==> src/rtl/ttx_pkg.sv <==
// Package ttx_pkg
// Shared types for the teletext bit sampler.
package ttx_pkg;

    // Sequencer state: waiting for a line, or sampling one.
    typedef enum logic {
        SEQ_IDLE = 1'b0,
        SEQ_RUN  = 1'b1
    } seq_state_t;

endpackage

==> src/rtl/ttx_cadence.sv <==
// Module ttx_cadence
// Tracks the position of the current bit inside its group and says whether
// that bit is a short one.
// Assumes: FIRST_SHORT < GROUP_BITS and SHORT_EVERY >= 1. `advance` pulses on
// the last clock of each bit.
module ttx_cadence #(
    parameter int GROUP_BITS  = 37,
    parameter int FIRST_SHORT = 9,
    parameter int SHORT_EVERY = 9
) (
    input  logic clk,
    input  logic rst_n,
    input  logic clear,
    input  logic advance,
    output logic is_short,
    output logic group_last
);
    localparam int PW = $clog2(GROUP_BITS);
    localparam int SW = $clog2(FIRST_SHORT + SHORT_EVERY + 1);
    localparam logic [PW-1:0] POS_LAST  = PW'(GROUP_BITS - 1);
    localparam logic [SW-1:0] SKIP_INIT = SW'(FIRST_SHORT);
    localparam logic [SW-1:0] SKIP_RELD = SW'(SHORT_EVERY - 1);

    logic [PW-1:0] pos;
    logic [SW-1:0] skip;

    assign is_short   = (skip == '0);
    assign group_last = (pos == POS_LAST);

    // Step the group position and the distance to the next short bit.
    always_ff @(posedge clk) begin
        if (!rst_n || clear) begin
            pos  <= '0;
            skip <= SKIP_INIT;
        end else if (advance) begin
            if (group_last) begin
                pos  <= '0;
                skip <= SKIP_INIT;
            end else begin
                pos  <= pos + 1'b1;
                skip <= is_short ? SKIP_RELD : skip - 1'b1;
            end
        end
    end
endmodule

==> src/rtl/ttx_bit_timer.sv <==
// Module ttx_bit_timer
// Counts the system clocks inside one bit. It flags the mid-bit capture
// clock and the last clock of the bit.
// Assumes: SHORT_CLKS <= LONG_CLKS. The capture clock is len/2, counted from 0.
module ttx_bit_timer #(
    parameter int LONG_CLKS  = 4,
    parameter int SHORT_CLKS = 3
) (
    input  logic clk,
    input  logic rst_n,
    input  logic clear,
    input  logic run,
    input  logic is_short,
    output logic sample_now,
    output logic bit_end
);
    localparam int CW = $clog2(LONG_CLKS + 1);
    localparam logic [CW-1:0] L_MID  = CW'(LONG_CLKS / 2);
    localparam logic [CW-1:0] S_MID  = CW'(SHORT_CLKS / 2);
    localparam logic [CW-1:0] L_LAST = CW'(LONG_CLKS - 1);
    localparam logic [CW-1:0] S_LAST = CW'(SHORT_CLKS - 1);

    logic [CW-1:0] cnt;

    assign sample_now = run && (cnt == (is_short ? S_MID : L_MID));
    assign bit_end    = run && (cnt == (is_short ? S_LAST : L_LAST));

    // Advance the in-bit clock count, wrapping at the end of each bit.
    always_ff @(posedge clk) begin
        if (!rst_n || clear) begin
            cnt <= '0;
        end else if (run) begin
            cnt <= bit_end ? '0 : cnt + 1'b1;
        end
    end
endmodule

==> src/rtl/ttx_group_monitor.sv <==
// Module ttx_group_monitor
// Counts the clocks spent in each group and sets a sticky error if a group
// does not end on exactly GROUP_CLKS clocks.
// Assumes: `group_end` pulses on the last clock of the last bit of a group.
module ttx_group_monitor #(
    parameter int GROUP_CLKS = 144
) (
    input  logic clk,
    input  logic rst_n,
    input  logic clear,
    input  logic run,
    input  logic group_end,
    output logic err
);
    localparam int NW = $clog2(GROUP_CLKS + 1);
    localparam logic [NW-1:0] N_LAST = NW'(GROUP_CLKS - 1);

    logic [NW-1:0] cnt;

    // Count group clocks and flag early or late group ends.
    always_ff @(posedge clk) begin
        if (!rst_n || clear) begin
            cnt <= '0;
            err <= 1'b0;
        end else if (run) begin
            if (group_end) begin
                if (cnt != N_LAST) err <= 1'b1;
                cnt <= '0;
            end else if (cnt == N_LAST) begin
                err <= 1'b1;
            end else begin
                cnt <= cnt + 1'b1;
            end
        end
    end
endmodule

==> src/rtl/ttx_bit_sampler.sv <==
// Module ttx_bit_sampler (top)
// Recovers a teletext serial stream with no bit clock, using a fixed
// 37-bit / 144-clock schedule. It gives a capture strobe, the captured bit and
// a line-wide bit number, and it stops after LINE_BITS bits.
// Assumes: line_start is a one-cycle pulse. bit_index and bit_data hold
// their last value between strobes.
module ttx_bit_sampler
    import ttx_pkg::*;
#(
    parameter int GROUP_BITS  = 37,
    parameter int FIRST_SHORT = 9,
    parameter int SHORT_EVERY = 9,
    parameter int LONG_CLKS   = 4,
    parameter int SHORT_CLKS  = 3,
    parameter int LINE_BITS   = 360
) (
    input  logic                         clk,
    input  logic                         rst_n,
    input  logic                         line_start,
    input  logic                         ser_data,
    output logic                         bit_valid,
    output logic                         bit_data,
    output logic [$clog2(LINE_BITS)-1:0] bit_index,
    output logic                         line_done,
    output logic                         cadence_err
);
    localparam int NUM_SHORT  = (GROUP_BITS - 1 - FIRST_SHORT) / SHORT_EVERY + 1;
    localparam int GROUP_CLKS = LONG_CLKS * GROUP_BITS
                              - (LONG_CLKS - SHORT_CLKS) * NUM_SHORT;
    localparam int IW = $clog2(LINE_BITS);
    localparam logic [IW-1:0] LAST_IDX = IW'(LINE_BITS - 1);

    seq_state_t    state;
    logic          run;
    logic          is_short;
    logic          group_last;
    logic          sample_now;
    logic          bit_end;
    logic [IW-1:0] bit_ctr;

    assign run = (state == SEQ_RUN);

    ttx_cadence #(
        .GROUP_BITS (GROUP_BITS),
        .FIRST_SHORT(FIRST_SHORT),
        .SHORT_EVERY(SHORT_EVERY)
    ) u_cadence (
        .clk       (clk),
        .rst_n     (rst_n),
        .clear     (line_start),
        .advance   (bit_end),
        .is_short  (is_short),
        .group_last(group_last)
    );

    ttx_bit_timer #(
        .LONG_CLKS (LONG_CLKS),
        .SHORT_CLKS(SHORT_CLKS)
    ) u_timer (
        .clk       (clk),
        .rst_n     (rst_n),
        .clear     (line_start),
        .run       (run),
        .is_short  (is_short),
        .sample_now(sample_now),
        .bit_end   (bit_end)
    );

    ttx_group_monitor #(
        .GROUP_CLKS(GROUP_CLKS)
    ) u_monitor (
        .clk      (clk),
        .rst_n    (rst_n),
        .clear    (line_start),
        .run      (run),
        .group_end(bit_end && group_last),
        .err      (cadence_err)
    );

    // Line control: arm on a line start, capture on the mid-bit clock, stop at the line end.
    always_ff @(posedge clk) begin
        if (!rst_n) begin
            state     <= SEQ_IDLE;
            bit_ctr   <= '0;
            bit_valid <= 1'b0;
            bit_data  <= 1'b0;
            bit_index <= '0;
            line_done <= 1'b0;
        end else begin
            bit_valid <= 1'b0;
            line_done <= 1'b0;
            if (line_start) begin
                state   <= SEQ_RUN;
                bit_ctr <= '0;
            end else if (sample_now) begin
                bit_valid <= 1'b1;
                bit_data  <= ser_data;
                bit_index <= bit_ctr;
                if (bit_ctr == LAST_IDX) begin
                    line_done <= 1'b1;
                    state     <= SEQ_IDLE;
                end else begin
                    bit_ctr <= bit_ctr + 1'b1;
                end
            end
        end
    end
endmodule

==> config.mk <==
export PLATFORM = sky130hd
export DESIGN_NAME = ttx_bit_sampler
export DESIGN_NICKNAME = d
export VERILOG_FILES = /design/src/rtl/ttx_pkg.sv /design/src/rtl/ttx_cadence.sv /design/src/rtl/ttx_bit_timer.sv /design/src/rtl/ttx_group_monitor.sv /design/src/rtl/ttx_bit_sampler.sv
export SDC_FILE = /design/constraint.sdc
export NUM_CORES = 1
export LEC_CHECK = 0
export ABC_AREA = 1
export BUFFER_PORTS_ARGS = -buffer_cell sky130_fd_sc_hd__buf_4
export CORE_ASPECT_RATIO = 2
export CORE_UTILIZATION = 45
export CTS_CLUSTER_DIAMETER = 60
export DETAILED_ROUTE_END_ITERATION = 10
export PLACE_DENSITY = 0.63
export RECOVER_POWER = 50
export SYNTH_ARGS = -nofsm -noshare
export SYNTH_HDL_FRONTEND = slang
export SYNTH_SLANG_ARGS = --single-unit
==> constraint.sdc <==
create_clock -name clk -period 2.35 [get_ports clk]
set_clock_uncertainty 0.2 [all_clocks]
set_input_delay 0.3525 -clock clk [delete_from_list [all_inputs] [get_ports clk]]
set_output_delay 0.3525 -clock clk [all_outputs]
set_load 0.05 [all_outputs]
Word level (Yosys, flattened, before mapping)
Index checks and enable logic that the tools add are counted.
{"block": "word_totals", "regBits": 45, "input_bits": 4, "word_cells": 60}
{"block": "classes", "n_addsub": 5, "n_eq_ne": 8, "muxes": 16, "n_bitwise": 4, "n_reduce_logical": 16}
{"op": "$mux W8", "count": 2}
{"op": "$mux W5", "count": 2}
{"op": "$add A9 B1 Y9 const B", "count": 1}
{"op": "$eq A9 B9 Y1 const B", "count": 1}
{"op": "$mux W1", "count": 9}
{"op": "$add A8 B1 Y8 const B", "count": 1}
{"op": "$eq A8 B8 Y1 const B", "count": 1}
{"op": "$ne A8 B8 Y1 const B", "count": 1}
{"op": "$reduce_and A2 Y1", "count": 4}
{"op": "$add A6 B1 Y6 const B", "count": 1}
{"op": "$eq A3 B3 Y1", "count": 2}
{"op": "$eq A6 B6 Y1 const B", "count": 1}
{"op": "$mux W6", "count": 1}
{"op": "$reduce_bool A2 Y1", "count": 3}
{"op": "$logic_not A5 Y1", "count": 1}
{"op": "$sub A5 B1 Y5 const B", "count": 1}
{"op": "$not A1 Y1", "count": 4}
{"op": "$add A3 B1 Y3 const B", "count": 1}
{"op": "$logic_and A1 B1 Y1", "count": 3}
{"op": "$mux W3", "count": 1}
{"op": "$reduce_and A3 Y1", "count": 1}
{"op": "$reduce_or A3 Y1", "count": 1}
{"op": "$mux W2", "count": 1}
{"op": "$ne A2 B1 Y1 const B", "count": 1}
{"op": "other kinds (4)", "count": 4}

Depth between registers and ports, before layout
{"block": "logic_depth", "ltp_word": 7, "ltp_mapped": 11, "mapped_depth_nobuf": 10}

Modules after synthesis
A second synthesis with hierarchy kept.
{"block": "unflattened", "hier_cells": 319, "area_unflattened_um2": 2268.4}
{"module": "ttx_bit_sampler", "n_inst": 1, "cells_per_inst": 137, "area_per_inst_um2": 996.0}
{"module": "ttx_cadence", "n_inst": 1, "cells_per_inst": 80, "area_per_inst_um2": 559.3}
{"module": "ttx_group_monitor", "n_inst": 1, "cells_per_inst": 68, "area_per_inst_um2": 503.0}
{"module": "ttx_bit_timer", "n_inst": 1, "cells_per_inst": 34, "area_per_inst_um2": 210.2}

Worst setup path after synthesis
No wires, ideal clock.
{"block": "synth_path", "path_kind": "reg2reg", "startpoint": "register u_cadence.skip[0]", "endpoint": "register bit_index[0]", "setup_time_ps": 110, "arrival_time_ps": 1427, "required_ps": 2040, "setup_slack_ps": 613, "path_stages_with_launch": 10, "synth_period_minus_slack_ps": 1737, "path_cell_list": "dfxtp_1 -> inv_1 -> ha_1 -> nand3_1 -> nand4_1 -> a21oi_2 -> buf_2 -> nand3_1 -> nand2_1 -> nor2_1"}
{"block": "synth_between", "elab_chain_cells": 5}
{"item": "start: declaration", "line_no": "ttx_cadence.sv:25", "source": "logic [SW-1:0] skip;"}
{"item": "start signal: assignment", "line_no": "ttx_cadence.sv:41", "source": "skip <= is_short ? SKIP_RELD : skip - 1'b1;"}
{"item": "$logic_not A5 Y1", "line_no": "ttx_cadence.sv:27", "source": "assign is_short = (skip == '0);"}
{"item": "$mux W2", "line_no": "ttx_bit_timer.sv:25", "source": "assign sample_now = run && (cnt == (is_short ? S_MID : L_MID));"}
{"item": "$eq A3 B3 Y1", "line_no": "ttx_bit_timer.sv:25"}
{"item": "$logic_and A1 B1 Y1", "line_no": "ttx_bit_timer.sv:25"}
{"item": "$reduce_and A2 Y1 (no source line)"}
{"item": "end signal: assignment", "line_no": "ttx_bit_sampler.sv:98", "source": "bit_index <= bit_ctr;"}
{"item": "end: declaration", "line_no": "ttx_bit_sampler.sv:23", "source": "output logic [$clog2(LINE_BITS)-1:0] bit_index,"}
No other way between the ends.
A chain may end at the register's enable or synchronous reset.

Worst setup path after layout
{"block": "layout_path", "startpoint": "register u_cadence.skip[0]", "endpoint": "register u_cadence.pos[4]"}
{"block": "layout_between", "elab_chain_cells": 4}
{"item": "$logic_not A5 Y1", "line_no": "ttx_cadence.sv:27"}
{"item": "$mux W1", "line_no": "ttx_bit_timer.sv:26", "source": "assign bit_end = run && (cnt == (is_short ? S_LAST : L_LAST));"}
{"item": "$eq A3 B3 Y1", "line_no": "ttx_bit_timer.sv:26"}
{"item": "$logic_and A1 B1 Y1", "line_no": "ttx_bit_timer.sv:26"}
{"item": "end signal: assignment", "line_no": "ttx_cadence.sv:40", "source": "pos <= pos + 1'b1;"}
{"item": "end: declaration", "line_no": "ttx_cadence.sv:24", "source": "logic [PW-1:0] pos;"}
No other way between the ends.

==> flow_summary.ini <==
[outcome]
status = complete, no violations

[global_routing]
grt_usage_pct = 20.7
grt_max_degree = 23
overflow = 0
antenna_found_initial = 0
grt_pass1_wl_um = 8860
grt_pass1_vias = 2149

[floorplan]
initial_core_util_pct = 46.6
core-area_um2 = 5140
die_h_um = 105
pin_count = 17
dieArea_um2 = 5630
die_x_um = 53.6
row_count = 37

[sta]
tns_ns = 0
slew_headroom_pct = 60.2
setup_ws_ns = 0.357
drv_slew = 0
min_period_ns = 1.99
period_share_pct = 84.8
worstMarginPinSlew_ns = 0.599
finalSetupViolCount = 0
max_freq_mhz = 502
hold_violations = 0
rsz0062_at_grt = no

[synthesis]
synth_xor_area_share_pct = 3.66
synthesis.area_um2 = 2390
synthSimpleGateAreaFrac_pct = 34.8
synth_area_per_cell_um2 = 6.76
ys_types = 27
muxShareOfSynthArea_pct = 0
ys_seq_area_share_pct = 37.7
yosys_warnings = 0
syn_inst = 354
synth-seq-cells = 45
synth-compound-area-share_pct = 8.26
synth_top_family_by_area = simple AND/OR/NAND/NOR gates
synth-adder-area-share_pct = 3.14
syn_nets = 364

[routing]
viasPerCell = 5.21
antenna_left = 0
vias = 2245
dr.pass1.iters = 4
drc = 0
drt_iter0_drc = 56
wl_per_cell_um = 12.0
wirelength_um = 5160

[setup_path]
arrival_ns = 2.03
cp-start-kind = flip-flop
end_kind = flip-flop
worstSetupPathType = reg2reg
crit_fanout = 17
worst_ep_required_time_ns = 2.39

[final_layout]
antenna_cells = 0
final_common_cell = nand2_1
nNetsFinal = 382
fill_cells = 562
layout-area-overhead-vs-synth_pct = 9.36
drive_above_1_share_pct = 8.04
layout_common_cells = 84 x nand2_1, 62 x inv_1, 45 x dfxtp_1

[placed_design]
portBuffers = 16
dpl_worst_slack_ns = 0.272
hpwl_um = 3950
gp_routability_congestion = 0.789

[clocking]
h-tree-depth = 2
cts_sinks = 45
cts_tree = built
clk_latency_ns = 0.30
hold_buffers = 0
cts_max_path_buffers = 2
cts_made_buffers = 5
path_clk_slew_ns = 0.08
cts_root_buf = clkbuf_8

[run]
maxCapViolations = 0

[power_and_ir_drop]
p_per_area_nw_per_um2 = 519
peakVddDrop_uv = 438
power.total_mw = 1.36
p_leak_nw = 1.13

[min_path]
hp-class = in2reg
[critical path, stage by stage (launching register included)]
cell,delay (ns)
dfxtp_1,0.36
inv_1,0.06
ha_1,0.25
nand3_1,0.16
nand2_1,0.11
nand2_1,0.12
nand2_2,0.21
or2_2,0.34
a21oi_1,0.11
[per-layer routing]
| metal | part of all wire, % | vias to the layer above | GRT usage [%] |
|---|---|---|---|
| li1 | - | 1155 | - |
| met1 | 36 | 1034 | 18.6 |
| met4 | 4.4 | 0 | 11.7 |
| met5 | 0 | - | 0 |
| met2 | 57 | 39 | 39.7 |
| met3 | 2.7 | 17 | 3.06 |
[through the flow]
stage	area, µm²	std cells	hold slack, ns	util [%]
3_5_place_dp	2570	423	0.260	50.0
6_report	2620	431	0.140	50.9
4_1_cts	2670	431	0.140	52.0
3_3_place_gp	2570	423	0.255	50.0
2_1_floorplan	2390	354	0.247	-
5_1_grt	2620	431	0.148	50.9
[timing repair]
item,in CTS,in global routing
setup buffers,0,0
gates resized for setup,0,1
endpoints found under the hold margin,0,0
endpoints found under the setup margin,0,1
[power by group]
group	internal, mW	switching (mW)	total [mW]
Clock	0.266	0.265	0.531
Sequential	0.765	0.00307	0.768
Combinational	0.0162	0.0420	0.0582
[synth_stat cells]
library cell	number	share of area, %
buf_6	1	0.47
a21oi_2	1	0.37
o21ai_0	6	1.3
nor2_2	3	0.78
nand2_2	5	1.3
dfxtp_1	45	38
or2_2	1	0.26
nor2_4	1	0.47
a21oi_1	28	5.9
nor3_1	8	1.7
nand4_1	22	5.8
a21boi_2	1	0.47
ha_1	6	3.1
clkbuf_1	5	0.78
buf_2	1	0.21
inv_1	62	9.7
buf_1	1	0.16
nand3_1	27	5.6
clkinv_1	1	0.16
nor3_2	1	0.42
o31ai_1	1	0.31
buf_4	3	0.94
nand3_2	2	0.84
nand2_1	82	13
xor2_1	10	3.7
and3_1	1	0.26
nor2_1	29	4.6
[flip-flops by register name, indices dropped and copies added (netlist names)]
name,flops
bit_ctr,9
bit_data,1
bit_index,9
bit_valid,1
line_done,1
run,1
u_cadence.pos,6
u_cadence.skip,5
u_monitor.cnt,8
u_monitor.err,1
u_timer.cnt,3
[final timing paths]
path              slack [ns]               end              start  cells past startpoint
hold reg to reg         0.26     u_monitor.err      u_monitor.err                      2
hold / removal          0.14      bit_index[2]              rst_n                      3
setup reg to reg        0.36  u_cadence.pos[4]  u_cadence.skip[0]                      8
setup / recovery        0.36  u_cadence.pos[4]  u_cadence.skip[0]                      8
[layout make-up]
class                   count  area, µm²  area share [%]
inverters                  63        236            9.04
well taps                  58       72.6            2.77
clock buffers               7       96.3            3.68
multi-input cells         235       1190            45.4
flip-flops and latches     45        901            34.4
clock inverters             1       5.00           0.191
repair buffers             22        116            4.45
[cell families (layout without fill, tap and decap cells)]
| family | after synthesis | after routing |
|---|---|---|
| and+or+nand+nor | 182 | 182 |
| buffers and inverters | 74 | 93 |
| DFF | 45 | 45 |
| AOI/OAI and AO/OA | 37 | 37 |
| xor gates and xnor gates | 10 | 10 |
| adders and majority gates | 6 | 6 |
No activity file was read; power rests on OpenSTA's default activity.
